File: config.mk
export PLATFORM = sky130hd
export DESIGN_NAME = agu_scaled
export DESIGN_NICKNAME = d
export VERILOG_FILES = /design/src/rtl/agu_pkg.sv /design/src/rtl/agu_offset_sel.sv /design/src/rtl/agu_adder.sv /design/src/rtl/agu_stage.sv /design/src/rtl/agu_scaled.sv
export SDC_FILE = /design/constraint.sdc
export NUM_CORES = 1
export LEC_CHECK = 0
export ABC_AREA = 1
export BUFFER_PORTS_ARGS = -buffer_cell sky130_fd_sc_hd__buf_2
export CORE_MARGIN = 4
export CORE_UTILIZATION = 49
export DETAILED_ROUTE_END_ITERATION = 10
export PLACE_DENSITY = 0.81
export SETUP_SLACK_MARGIN = 0.2
export SLEW_MARGIN = 20
export SYNTH_ARGS = -nofsm -noshare
export SYNTH_HDL_FRONTEND = slang
export SYNTH_SLANG_ARGS = --single-unit
File: constraint.sdc
create_clock -name clk -period 2.9 [get_ports clk]
set_clock_uncertainty 0.05 [all_clocks]
set_input_delay 0.435 -clock clk [delete_from_list [all_inputs] [get_ports clk]]
set_output_delay 0.435 -clock clk [all_outputs]
set_load 0.005 [all_outputs]
File: src/rtl/agu_pkg.sv
package agu_pkg;
    typedef enum logic {
        MODE_IMM = 1'b0,
        MODE_IDX = 1'b1
    } agu_mode_e;

    typedef enum logic {
        SZ_BYTE = 1'b0,
        SZ_WORD = 1'b1
    } agu_size_e;

    typedef enum logic {
        ST_EMPTY = 1'b0,
        ST_FULL  = 1'b1
    } stage_state_e;
endpackage

File: src/rtl/agu_offset_sel.sv
module agu_offset_sel
    import agu_pkg::*;
#(
    parameter int ADDR_W = 16,
    parameter int IMM_W  = 8
) (
    input  logic [ADDR_W-1:0] index_i,
    input  logic [IMM_W-1:0]  imm_i,
    input  agu_mode_e         mode_i,
    input  agu_size_e         size_i,
    output logic [ADDR_W-1:0] off_o
);
    localparam int EXT_W = (ADDR_W > IMM_W) ? ADDR_W - IMM_W : 1;

    logic [ADDR_W-1:0] imm_ext;
    logic [ADDR_W-1:0] raw;

    // Sign extension of the immediate to address width
    generate
        if (ADDR_W > IMM_W) begin : g_extend
            assign imm_ext = {{EXT_W{imm_i[IMM_W-1]}}, imm_i};
        end else begin : g_trunc
            assign imm_ext = imm_i[ADDR_W-1:0];
        end
    endgenerate

    always_comb begin
        unique case (mode_i)
            MODE_IMM: raw = imm_ext;
            MODE_IDX: raw = index_i;
        endcase
    end

    // Word accesses count in words: double the offset
    always_comb begin
        unique case (size_i)
            SZ_BYTE: off_o = raw;
            SZ_WORD: off_o = {raw[ADDR_W-2:0], 1'b0};
        endcase
    end
endmodule

File: src/rtl/agu_adder.sv
module agu_adder
    import agu_pkg::*;
#(
    parameter int ADDR_W = 16
) (
    input  logic [ADDR_W-1:0] base_i,
    input  logic [ADDR_W-1:0] off_i,
    input  agu_size_e         size_i,
    output logic [ADDR_W-1:0] addr_o,
    output logic              misalign_o
);
    // Carry out is discarded: wrap modulo 2^ADDR_W
    assign addr_o     = base_i + off_i;
    assign misalign_o = (size_i == SZ_WORD) && addr_o[0];
endmodule

File: src/rtl/agu_stage.sv
module agu_stage
    import agu_pkg::*;
#(
    parameter int ADDR_W = 16
) (
    input  logic              clk,
    input  logic              rst_n,
    input  logic              in_valid,
    input  logic [ADDR_W-1:0] addr_d,
    input  logic              mis_d,
    output logic [ADDR_W-1:0] addr_q,
    output logic              mis_q,
    output logic              valid_q
);
    stage_state_e state, state_nx;

    always_ff @(posedge clk or negedge rst_n) begin
        if (!rst_n) state <= ST_EMPTY;
        else        state <= state_nx;
    end

    always_comb begin
        unique case (state)
            ST_EMPTY: state_nx = in_valid ? ST_FULL : ST_EMPTY;
            ST_FULL:  state_nx = in_valid ? ST_FULL : ST_EMPTY;
        endcase
    end

    always_ff @(posedge clk or negedge rst_n) begin
        if (!rst_n) begin
            addr_q <= '0;
            mis_q  <= 1'b0;
        end else if (in_valid) begin
            addr_q <= addr_d;
            mis_q  <= mis_d;
        end
    end

    assign valid_q = (state == ST_FULL);

    p_valid_follows_r7: assert property (@(posedge clk) disable iff (!rst_n)
        in_valid |=> valid_q);
    p_capture_r7: assert property (@(posedge clk) disable iff (!rst_n)
        in_valid |=> (addr_q == $past(addr_d)) && (mis_q == $past(mis_d)));
    p_hold_r8: assert property (@(posedge clk) disable iff (!rst_n)
        !in_valid |=> !valid_q && $stable(addr_q) && $stable(mis_q));
endmodule

File: src/rtl/agu_scaled.sv
module agu_scaled
    import agu_pkg::*;
#(
    parameter int ADDR_W = 16,
    parameter int IMM_W  = 8
) (
    input  logic              clk,
    input  logic              rst_n,
    input  logic              in_valid,
    input  logic [ADDR_W-1:0] base_i,
    input  logic [ADDR_W-1:0] index_i,
    input  logic [IMM_W-1:0]  imm_i,
    input  logic              mode_i,
    input  logic              size_i,
    output logic [ADDR_W-1:0] addr_o,
    output logic              misalign_o,
    output logic [ADDR_W-1:0] addr_q,
    output logic              misalign_q,
    output logic              valid_q
);
    agu_mode_e         mode;
    agu_size_e         size;
    logic [ADDR_W-1:0] off;

    assign mode = agu_mode_e'(mode_i);
    assign size = agu_size_e'(size_i);

    agu_offset_sel #(.ADDR_W(ADDR_W), .IMM_W(IMM_W)) u_off (
        .index_i (index_i),
        .imm_i   (imm_i),
        .mode_i  (mode),
        .size_i  (size),
        .off_o   (off)
    );

    agu_adder #(.ADDR_W(ADDR_W)) u_add (
        .base_i     (base_i),
        .off_i      (off),
        .size_i     (size),
        .addr_o     (addr_o),
        .misalign_o (misalign_o)
    );

    agu_stage #(.ADDR_W(ADDR_W)) u_stage (
        .clk      (clk),
        .rst_n    (rst_n),
        .in_valid (in_valid),
        .addr_d   (addr_o),
        .mis_d    (misalign_o),
        .addr_q   (addr_q),
        .mis_q    (misalign_q),
        .valid_q  (valid_q)
    );

    p_misalign_word_r5: assert property (@(posedge clk) disable iff (!rst_n)
        misalign_o |-> size_i);
    p_misalign_odd_r5: assert property (@(posedge clk) disable iff (!rst_n)
        misalign_o |-> addr_o[0]);
    p_word_base_even_r5: assert property (@(posedge clk) disable iff (!rst_n)
        (size_i && !base_i[0]) |-> !misalign_o);
endmodule

==> out/metrics.csv <==
metric;value;unit
worst-skew pair later-pin latency;0.25;ns
Routed Antenna Nets;0;
width of the die;71.4;µm
drt pass-1 iters;4;
CTS tree;done;
arrival time at the worst endpoint;2.35;ns
CTS clk-pin slew, worst paths;0.06;ns
grt ovf;0;
crit-path max FO;5;
Tcrit/Tclk final;0.978;
Die ar.;5090;µm²
synthesized instance count;309;
Worst Max-Slew Pin Slew;0.475;ns
initial antenna violation count;0;
crit path capture type;output port;
IO Port Bufs;79;
Rows;22;
cell leakage power;1.72;nW
IR drop worst, VDD;176;µV
Synthesis Warnings;0;
internal power;0.778;mW
Remaining DRCs;0;
FF-to-FF path depth;2;
clk buf depth;2;
Gate power share;0.620;
final setup fails;0;
Max Transition Viols Final;0;
Yosys reg bits;18;
Rel. slew slack;0.681;
post-place instance area;2430;µm²
synthesis-to-layout area growth;52.5;%
worst r2r src;u_stage.addr_q[9];
Final Hold Vio Count;0;
setup slack, reg-to-reg;2.20;ns
# clock sinks;18;
HPWL after DPL;4110;µm
CP Data Required Time;2.41;ns
commonest non-fill, non-tap cells in the layout;nand2_1, buf_2, inv_1;
final instance area;3000;µm²
H-tree depth;1;
RSZ-0062 raised after global routing;yes;
max-cap violation count;0;
sequential share of power;0.253;
Initial Utilization;0.522;
Layout Nets;479;
status;completed;
Post-CTS Hold Buffers;0;
Vias;2443;
Mapped Area;1970;µm²
clock buffers created by TritonCTS;3;
Setup CP Type;in -> out;
Iter 0 DRT Violations;149;
Hold Slack;0.0483;ns
DRT Wirelength;6550;µm
largest net degree at the start of global routing;20;
# diodes;0;
Synth Net Count;370;
sequential share of the synthesized area;0.229;
worst min path class;in -> async;
Core Region;3770;µm²
Max Clock Freq;353;MHz
P_sw;0.523;mW
CP Launch Type;input pin;
RePlAce Congestion;0.867;
final worst path period need;2.84;ns
commonest non-fill, non-tap cell in the layout;nand2_1;
Die H;71.4;µm
drt wl/cell;14.1;µm
GRT Resource Usage Total;0.211;
PD cells;433;nW/µm²
vias per inst;5.27;
Ports;80;
share of cells above drive strength 1;0.440;
Synth cell types;26;
clock share of power;0.127;
first-pass GRT wire length;9090;µm
vias in the first global route;2175;
Mapped Avg Cell Area;6.37;µm²
r2r endpoint;u_stage.addr_q[9];
root buffer cell;clkbuf_8;
Net Sw Frac;0.402;
## per-stage QoR
step	power [mW]	setup TNS, ns	instances	utilization	setup slack, ns
finish	1.30	0	464	0.796	0.0644
detailed placement	0.917	0	435	0.644	0.0166
global route	1.39	-0.208	464	0.796	-0.0692
global placement	0.904	0	435	0.644	0.0607
floorplan	0.691	0	309	-	0.303
CTS	1.17	0	454	0.733	0.175
## state kept, by name, summed over array words and instances, names as in the netlist
name,count
u_stage.addr_q,16
u_stage.mis_q,1
u_stage.valid_q,1
## kinds of logic (layout without fill, tap and decap cells)
family | count (synthesis) | in the layout | share of synthesized area
multiplexers | 15 | 15 | 0.0763
XOR/XNOR | 7 | 7 | 0.0388
flip-flops | 18 | 18 | 0.229
adder cells (fa/ha/maj) | 16 | 16 | 0.106
AO/OA/AOI/OAI | 22 | 22 | 0.0579
AND/OR/NAND/NOR | 177 | 177 | 0.383
buffers and inverters | 54 | 161 | 0.110
## power groups by stage
stage	clock network, mW	logic [mW]	registers (mW)
after floorplan	0	0.352	0.338
after global placement	0	0.573	0.331
after detailed placement	0	0.583	0.333
after CTS	0.167	0.679	0.329
after global routing	0.172	0.886	0.336
final	0.166	0.806	0.329
## layer usage
metal / up-vias / track usage / part of all wire / wire length [µm]
met4: 0 / 0.0459 / 0.018 / 121
met1: 1131 / 0.268 / 0.40 / 2640
met2: 121 / 0.392 / 0.50 / 3300
met5: - / 0 / 0 / 0
met3: 16 / 0.0126 / 0.075 / 494
li1: 1175 / - / - / -
## synthesized netlist by cell type (all sizes together)
cell    number  area share
and2         7       0.022
fa           1       0.010
o21ai        7       0.018
mux2i       15       0.076
nand4        1      0.0032
xnor2        3       0.017
ha          15       0.095
or2          1      0.0032
xor2         4       0.022
a21oi       15       0.040
clkinv       1      0.0019
inv         46       0.088
dfrtp       18        0.23
nor3         3       0.015
nand3b       4       0.015
nand3       16       0.043
nand2      134        0.26
buf          7       0.020
nor2        11       0.021
## worst max path at each step
| stage | start | end | slack [ns] | cells after the start |
|---|---|---|---|---|
| CTS | mode_i | addr_o[15] | 0.17 | 14 |
| global route | mode_i | addr_o[12] | -0.07 | 15 |
| floorplan | mode_i | addr_o[15] | 0.30 | 12 |
| global placement | mode_i | addr_o[15] | 0.06 | 15 |
| detailed placement | mode_i | addr_o[15] | 0.02 | 13 |
| finish | mode_i | addr_o[12] | 0.06 | 13 |
## area by class of cell
| type | instances | area, µm² |
|---|---|---|
| clock buffer | 3 | 41.3 |
| timing repair buffer | 111 | 727 |
| fill | 249 | 769 |
| tap | 48 | 60.1 |
| inverter | 47 | 179 |
| multi-input combinational | 237 | 1540 |
| sequential | 18 | 450 |
## critical path: stages
cell and delay [ns]:
buf_12 0.10, buf_12 0.13, mux2i_2 0.23, mux2i_1 0.11, ha_1 0.39, buf_6 0.12, nand2_2 0.06, nor2_2 0.18
nand3_1 0.14, nand3_1 0.09, nand2_1 0.08, and2_1 0.16, buf_2 0.12
## what timing repair did
| item | 4_1_cts | 5_1_grt |
|---|---|---|
| hold endpoints to repair | 0 | 0 |
| endpoints found under the setup margin | 9 | 12 |
| gates cloned | 1 | 0 |
| setup buffers | 15 | 10 |
| pin swaps | 43 | 32 |
| resized for setup | 52 | 36 |
(Power assumes the default switching activity.)
